<file path="src/rtl/tlbinv_pkg.sv">
package tlbinv_pkg;

    localparam int OP_W     = 5;
    localparam int OP_MAXOK = 6;

    typedef enum logic [1:0] {
        KIND_INV   = 2'd0,
        KIND_CLEAR = 2'd1,
        KIND_FLUSH = 2'd2,
        KIND_RSVD  = 2'd3
    } cmd_kind_e;

    typedef enum logic [2:0] {
        SEL_ALL       = 3'd0,
        SEL_GLOBAL    = 3'd1,
        SEL_LOCAL     = 3'd2,
        SEL_ASID      = 3'd3,
        SEL_ASID_VA   = 3'd4,
        SEL_SHARED_VA = 3'd5
    } sel_rule_e;

    // Selection rule for a legal invalidate code
    function automatic sel_rule_e op_to_rule(input logic [OP_W-1:0] op);
        case (op)
            5'd2:    return SEL_GLOBAL;
            5'd3:    return SEL_LOCAL;
            5'd4:    return SEL_ASID;
            5'd5:    return SEL_ASID_VA;
            5'd6:    return SEL_SHARED_VA;
            default: return SEL_ALL;
        endcase
    endfunction

endpackage

</file>
<file path="src/rtl/tlbinv_decode.sv">
module tlbinv_decode
    import tlbinv_pkg::*;
#(
    parameter int WAYS  = 8,
    parameter int SETS  = 256,
    parameter int ASSOC = 64,
    localparam int TOTAL  = WAYS * SETS + ASSOC,
    localparam int IDX_W  = $clog2(TOTAL)
) (
    input  logic [1:0]       kind_i,
    input  logic [OP_W-1:0]  op_i,
    input  logic [IDX_W-1:0] index_i,
    output logic             legal_o,
    output logic             empty_o,
    output sel_rule_e        rule_o,
    output logic [IDX_W-1:0] first_o,
    output logic [IDX_W-1:0] step_o,
    output logic [IDX_W-1:0] last_o
);
    localparam int LINE_W = $clog2(SETS);
    localparam logic [IDX_W-1:0] SA_BASE   = IDX_W'(WAYS * SETS);
    localparam logic [IDX_W-1:0] END_IDX   = IDX_W'(TOTAL - 1);
    localparam logic [IDX_W-1:0] TOTAL_L   = IDX_W'(TOTAL);
    localparam logic [IDX_W-1:0] LINE_SPAN = IDX_W'((WAYS - 1) * SETS);
    localparam logic [IDX_W-1:0] WAY_STEP  = IDX_W'(SETS);

    logic [IDX_W-1:0] line_idx;
    assign line_idx = IDX_W'(index_i[LINE_W-1:0]);

    always_comb begin
        legal_o = 1'b1;
        empty_o = 1'b0;
        rule_o  = SEL_ALL;
        first_o = '0;
        step_o  = IDX_W'(1);
        last_o  = END_IDX;
        case (cmd_kind_e'(kind_i))
            KIND_INV: begin
                if (op_i > OP_W'(OP_MAXOK)) legal_o = 1'b0;
                else                        rule_o  = op_to_rule(op_i);
            end
            KIND_CLEAR, KIND_FLUSH: begin
                rule_o = (cmd_kind_e'(kind_i) == KIND_CLEAR) ? SEL_ASID : SEL_ALL;
                if (index_i < SA_BASE) begin
                    first_o = line_idx;
                    step_o  = WAY_STEP;
                    last_o  = line_idx + LINE_SPAN;
                end else if (index_i < TOTAL_L) begin
                    first_o = SA_BASE;
                end else begin
                    empty_o = 1'b1;
                end
            end
            default: legal_o = 1'b0;
        endcase
    end
endmodule

</file>
<file path="src/rtl/tlbinv_match.sv">
module tlbinv_match
    import tlbinv_pkg::*;
#(
    parameter int ASID_W   = 10,
    parameter int VA_W     = 48,
    parameter int PAIR_LSB = 13
) (
    input  sel_rule_e         rule_i,
    input  logic [ASID_W-1:0] asid_i,
    input  logic [VA_W-1:0]   va_i,
    input  logic              ent_global_i,
    input  logic [ASID_W-1:0] ent_asid_i,
    input  logic [VA_W-1:0]   ent_vpn_i,
    input  logic [VA_W-1:0]   ent_pgmask_i,
    output logic              hit_o
);
    localparam logic [VA_W-1:0] PAIR_MASK = {{(VA_W-PAIR_LSB){1'b1}}, {PAIR_LSB{1'b0}}};

    logic asid_eq, vpn_eq;
    assign asid_eq = (ent_asid_i == asid_i);
    assign vpn_eq  = ((va_i & PAIR_MASK & ~ent_pgmask_i) == ent_vpn_i);

    always_comb begin
        case (rule_i)
            SEL_ALL:       hit_o = 1'b1;
            SEL_GLOBAL:    hit_o = ent_global_i;
            SEL_LOCAL:     hit_o = !ent_global_i;
            SEL_ASID:      hit_o = !ent_global_i && asid_eq;
            SEL_ASID_VA:   hit_o = !ent_global_i && asid_eq && vpn_eq;
            SEL_SHARED_VA: hit_o = (ent_global_i || asid_eq) && vpn_eq;
            default:       hit_o = 1'b0;
        endcase
    end
endmodule

</file>
<file path="src/rtl/tlbinv_walker.sv">
module tlbinv_walker #(
    parameter int IDX_W = 12
) (
    input  logic             clk,
    input  logic             rst,
    input  logic             start_i,
    input  logic             legal_i,
    input  logic             empty_i,
    input  logic [IDX_W-1:0] first_i,
    input  logic [IDX_W-1:0] step_i,
    input  logic [IDX_W-1:0] last_i,
    output logic             accept_o,
    output logic [IDX_W-1:0] cur_o,
    output logic             busy_o,
    output logic             done_o,
    output logic             illegal_o
);
    logic [IDX_W-1:0] step_q, last_q;

    assign accept_o = start_i && !busy_o;

    always_ff @(posedge clk) begin
        if (rst) begin
            busy_o    <= 1'b0;
            done_o    <= 1'b0;
            illegal_o <= 1'b0;
            cur_o     <= '0;
            step_q    <= '0;
            last_q    <= '0;
        end else begin
            done_o    <= 1'b0;
            illegal_o <= 1'b0;
            if (accept_o) begin
                if (!legal_i) begin
                    illegal_o <= 1'b1;
                end else if (empty_i) begin
                    done_o <= 1'b1;
                end else begin
                    busy_o <= 1'b1;
                    cur_o  <= first_i;
                    step_q <= step_i;
                    last_q <= last_i;
                end
            end else if (busy_o) begin
                if (cur_o == last_q) begin
                    busy_o <= 1'b0;
                    done_o <= 1'b1;
                end else begin
                    cur_o <= cur_o + step_q;
                end
            end
        end
    end

    AST_START_IGNORED: assert property (@(posedge clk) disable iff (rst)
        (busy_o && start_i && cur_o != last_q) |=> (busy_o && cur_o == $past(cur_o) + $past(step_q)));
    AST_WALK_ENDS: assert property (@(posedge clk) disable iff (rst)
        (busy_o && cur_o == last_q) |=> (!busy_o && done_o));
    AST_DONE_ONE_CYCLE: assert property (@(posedge clk) disable iff (rst)
        (done_o && !start_i) |=> !done_o);
    AST_ILLEGAL_QUIET: assert property (@(posedge clk) disable iff (rst)
        illegal_o |-> (!busy_o && !done_o));
endmodule

</file>
<file path="src/rtl/tlbinv_seq.sv">
module tlbinv_seq
    import tlbinv_pkg::*;
#(
    parameter int WAYS     = 8,
    parameter int SETS     = 256,
    parameter int ASSOC    = 64,
    parameter int ASID_W   = 10,
    parameter int VA_W     = 48,
    parameter int PAIR_LSB = 13,
    localparam int TOTAL   = WAYS * SETS + ASSOC,
    localparam int IDX_W   = $clog2(TOTAL)
) (
    input  logic              clk,
    input  logic              rst,
    input  logic              start_i,
    input  logic [1:0]        kind_i,
    input  logic [4:0]        op_i,
    input  logic [ASID_W-1:0] asid_i,
    input  logic [VA_W-1:0]   va_i,
    input  logic [IDX_W-1:0]  index_i,
    input  logic              ent_global_i,
    input  logic [ASID_W-1:0] ent_asid_i,
    input  logic [VA_W-1:0]   ent_vpn_i,
    input  logic [VA_W-1:0]   ent_pgmask_i,
    output logic [IDX_W-1:0]  scan_idx_o,
    output logic              kill_o,
    output logic              busy_o,
    output logic              done_o,
    output logic              illegal_o
);
    logic             dec_legal, dec_empty, accept, hit;
    sel_rule_e        dec_rule, rule_q;
    logic [IDX_W-1:0] dec_first, dec_step, dec_last;
    logic [ASID_W-1:0] asid_q;
    logic [VA_W-1:0]   va_q;

    tlbinv_decode #(.WAYS(WAYS), .SETS(SETS), .ASSOC(ASSOC)) u_decode (
        .kind_i (kind_i),  .op_i   (op_i),     .index_i(index_i),
        .legal_o(dec_legal), .empty_o(dec_empty), .rule_o(dec_rule),
        .first_o(dec_first), .step_o (dec_step),  .last_o(dec_last)
    );

    tlbinv_walker #(.IDX_W(IDX_W)) u_walker (
        .clk(clk), .rst(rst), .start_i(start_i),
        .legal_i(dec_legal), .empty_i(dec_empty),
        .first_i(dec_first), .step_i(dec_step), .last_i(dec_last),
        .accept_o(accept), .cur_o(scan_idx_o), .busy_o(busy_o),
        .done_o(done_o), .illegal_o(illegal_o)
    );

    always_ff @(posedge clk) begin
        if (rst) begin
            rule_q <= SEL_ALL;
            asid_q <= '0;
            va_q   <= '0;
        end else if (accept) begin
            rule_q <= dec_rule;
            asid_q <= asid_i;
            va_q   <= va_i;
        end
    end

    tlbinv_match #(.ASID_W(ASID_W), .VA_W(VA_W), .PAIR_LSB(PAIR_LSB)) u_match (
        .rule_i(rule_q), .asid_i(asid_q), .va_i(va_q),
        .ent_global_i(ent_global_i), .ent_asid_i(ent_asid_i),
        .ent_vpn_i(ent_vpn_i), .ent_pgmask_i(ent_pgmask_i), .hit_o(hit)
    );

    assign kill_o = busy_o && hit;

    AST_KILL_IN_WALK: assert property (@(posedge clk) disable iff (rst)
        kill_o |-> busy_o);
    AST_GLOBAL_ONLY: assert property (@(posedge clk) disable iff (rst)
        (kill_o && rule_q == SEL_GLOBAL) |-> ent_global_i);
    AST_LOCAL_ONLY: assert property (@(posedge clk) disable iff (rst)
        (kill_o && (rule_q == SEL_LOCAL || rule_q == SEL_ASID || rule_q == SEL_ASID_VA)) |-> !ent_global_i);
    AST_ASID_MATCH: assert property (@(posedge clk) disable iff (rst)
        (kill_o && rule_q == SEL_ASID) |-> (ent_asid_i == asid_q));
endmodule

</file>
<file path="config.mk">
export PLATFORM = sky130hd
export DESIGN_NAME = tlbinv_seq
export DESIGN_NICKNAME = d
export VERILOG_FILES = /design/src/rtl/tlbinv_pkg.sv /design/src/rtl/tlbinv_decode.sv /design/src/rtl/tlbinv_match.sv /design/src/rtl/tlbinv_walker.sv /design/src/rtl/tlbinv_seq.sv
export SDC_FILE = /design/constraint.sdc
export NUM_CORES = 1
export LEC_CHECK = 0
export CAP_MARGIN = 40
export CELL_PAD_IN_SITES_DETAIL_PLACEMENT = 1
export CELL_PAD_IN_SITES_GLOBAL_PLACEMENT = 2
export CORE_MARGIN = 4
export CORE_UTILIZATION = 21
export DETAILED_ROUTE_END_ITERATION = 12
export PLACE_DENSITY = 0.85
export SYNTH_ARGS = -nofsm -noshare
export SYNTH_HDL_FRONTEND = slang
export SYNTH_SLANG_ARGS = --single-unit
</file>
<file path="constraint.sdc">
create_clock -name clk -period 2.4 [get_ports clk]
set_input_delay 0.36 -clock clk [delete_from_list [all_inputs] [get_ports clk]]
set_output_delay 0.36 -clock clk [all_outputs]
set_load 0.03 [all_outputs]
</file>
==> flow_metrics.tcl <==
set metrics [dict create \
    multi_input_area_mm2 0.00247 \
    seqCellArea_mm2 0.00147 \
    final_nets 881 \
    grt_pass1_wl_um 23500 \
    syn_nets 692 \
    crit_type "in2out" \
    clock_power_share 0.414 \
    hold_class "reg2reg" \
    vias_per_cell 4.58 \
    htree_num_levels 3 \
    antenna_found_initial 3 \
    p_seq_frac 0.353 \
    internal_power_mw 2.82 \
    drv_slew 0 \
    most-common-layout-cells "clkdlybuf4s50_1 (143), nand2_1 (103), dfxtp_1 (67)" \
    worst_pin_slew_ns 0.831 \
    dieWidth_um 144 \
    drc_errors 0 \
    syn-cell-area_mm2 0.00387 \
    grt_usage 0.147 \
    fill_cells 2135 \
    fin_util 0.367 \
    synthToLayoutAreaGrowth_pct 71.4 \
    crit_required_ns 2.04 \
    synth_top_area_frac 0.377 \
    p_leak_nw 2.62 \
    cts.sinks 73 \
    place_congestion 0.840 \
    drt-pass1-iter-count 5 \
    clk_path_buf_depth 2 \
    wl_per_cell_um 17.2 \
    tritoncts "done" \
    portBuffers 176 \
    overflow 0 \
    setup_slack_ns 0.0169 \
    comb_power_share 0.234 \
    critPathMaxFanout 1 \
    cp-end-kind "primary output" \
    ys_ff_latch 73 \
    met1_usage 0.189 \
    clkTransAtPathRegs_ns 0.06 \
    placed_area_mm2 0.00605 \
    die_h_um 144 \
    skew_ns 0.00721 \
    numCtsBuffers 9 \
    worstPathArrival_ns 2.02 \
    syn_area_per_cell_um2 7.75 \
    swShare 0.266 \
    final_area_mm2 0.00664 \
    outcome "finished clean" \
    drtIter0Drc 164 \
    yosys-top-cells-area "dfxtp_1 (38%), nand2_1 (10%), a21oi_1 (8.1%)" \
    fmax_ghz 0.420 \
    layout_commonest_cell "clkdlybuf4s50_1" \
    grt_max_degree 61 \
    initial_core_util 0.214 \
    maxCapViolations 0 \
    yosys.cell_types.count 42 \
    core_mm2 0.0181 \
    ys_seq_area_frac 0.377 \
    dpl_worst_slack_ns -0.288 \
    finalCriticalPeriod_ns 2.38 \
    vias 4232 \
    drive_above_1_share 0.131 \
    rsz0062_at_grt "yes" \
    routed_wl_um 15900 \
    yosys_warnings 0 \
    clock_latency_ns 0.34 \
    cp-start-kind "input pin" \
    netlist_instances 500 \
    busiest_layer "met2" \
    met3_usage 0.0376 \
    root_buffer "clkbuf_16" \
    io_pins 203 \
    grtUsageMet2 0.234 \
    powerDensity_mw_per_mm2 578 \
    hpwl_um 12000 \
    dieArea_mm2 0.0207 \
    setup_viol 0 \
    synth_area_leader_cell "dfxtp_1" \
    max_slew_margin 0.446 \
    finalCritPeriodShare 0.993 \
    ant_nets 0 \
    std_cell_rows 49 \
    hold_viol 0 \
    p_switching_mw 1.02 \
    peakVddDrop_v 0.000310 \
    grt_pass1_vias 4394 \
]
==> power by group through the flow <==
stage                     registers (mW)  clock network (mW)  logic, mW
after detailed placement            1.38                   0      0.873
after global placement              1.37                   0      0.854
after CTS                           1.35                1.64      0.885
final                               1.35                1.59      0.897
after floorplan                     1.39                   0      0.357
after global routing                1.36                1.68      0.974
==> stage by stage <==
step	total power, mW	std cells	TNS [ns]	hold slack, ns
6_report	3.84	924	0	0.450
2_1_floorplan	1.75	500	0	0.432
4_1_cts	3.87	922	-0.0956	0.453
3_3_place_gp	2.23	906	-0.748	0.439
3_5_place_dp	2.25	906	-1.54	0.445
5_1_grt	4.01	924	-0.147	0.471
==> synth_stat cells (all sizes together) <==
cell type,count
a211oi,1
a21boi,1
a21o,1
a21oi,64
a221oi,4
a311oi,2
a32o,2
a32oi,1
and2,1
buf,5
clkbuf,20
dfxtp,73
ha,5
inv,9
nand2,103
nand2b,20
nand3,9
nand4,10
nor2,31
nor2b,24
nor3,19
nor3b,2
nor4,14
nor4b,1
o2111ai,1
o21a,1
o21ai,8
o311ai,2
o31ai,1
o32ai,2
o41ai,1
or2,1
or3,3
or4,1
xnor2,35
xor2,22
==> registers in the layout (all words and copies together) (netlist names) <==
signal	count
u_walker.done_o	1
va_q	35
asid_q	10
u_walker.illegal_o	1
u_walker.step_q	1
u_walker.cur_o	12
u_walker.busy_o	1
u_walker.last_q	9
rule_q	3
==> timing repair <==
item,CTS,global route
hold buffers,0,0
pin swaps,22,31
buffers inserted,0,1
resized for setup,24,54
setup endpoints to repair,1,3
==> layer usage <==
metal  part of all wire  up-vias
li1                   -     2075
met1               0.44     2010
met2               0.49      117
met3              0.054       26
met4              0.021        4
met5             0.0017        -
==> worst paths after layout <==
path	from	to	slack, ns	cells after the start
setup reg to reg	u_walker.cur_o[6]	u_walker.cur_o[1]	0.23	7
hold reg to reg	va_q[44]	va_q[44]	0.45	2
setup / recovery	ent_vpn_i[7]	kill_o	0.02	8
hold / removal	va_q[44]	va_q[44]	0.45	2
==> logic make-up after synthesis <==
logic type / after synthesis / synth area share
compound gates: 92 / 0.141
xor+xnor: 57 / 0.129
fa+ha+maj: 5 / 0.0161
buf+inv: 34 / 0.0355
flops: 73 / 0.377
simple gates: 239 / 0.301
==> critical path, stage by stage <==
cell             delay (ns)
clkdlybuf4s50_1        0.42
nor4_2                 0.25
nand4_1                0.21
nor3_2                 0.21
nand4_1                0.14
o21ai_1                0.17
buf_4                  0.15
buf_12                 0.11
==> cell type report <==
type / count / share of cell area
Antenna cell: 1 / 0.000377
Clock inverter: 6 / 0.0158
Sequential cell: 73 / 0.221
Inverter: 9 / 0.00509
Timing Repair Buffer: 203 / 0.306
Multi-Input combinational cell: 393 / 0.372
Clock buffer: 10 / 0.0360
Tap cell: 229 / 0.0431
Power figures use the tool's default switching activity.
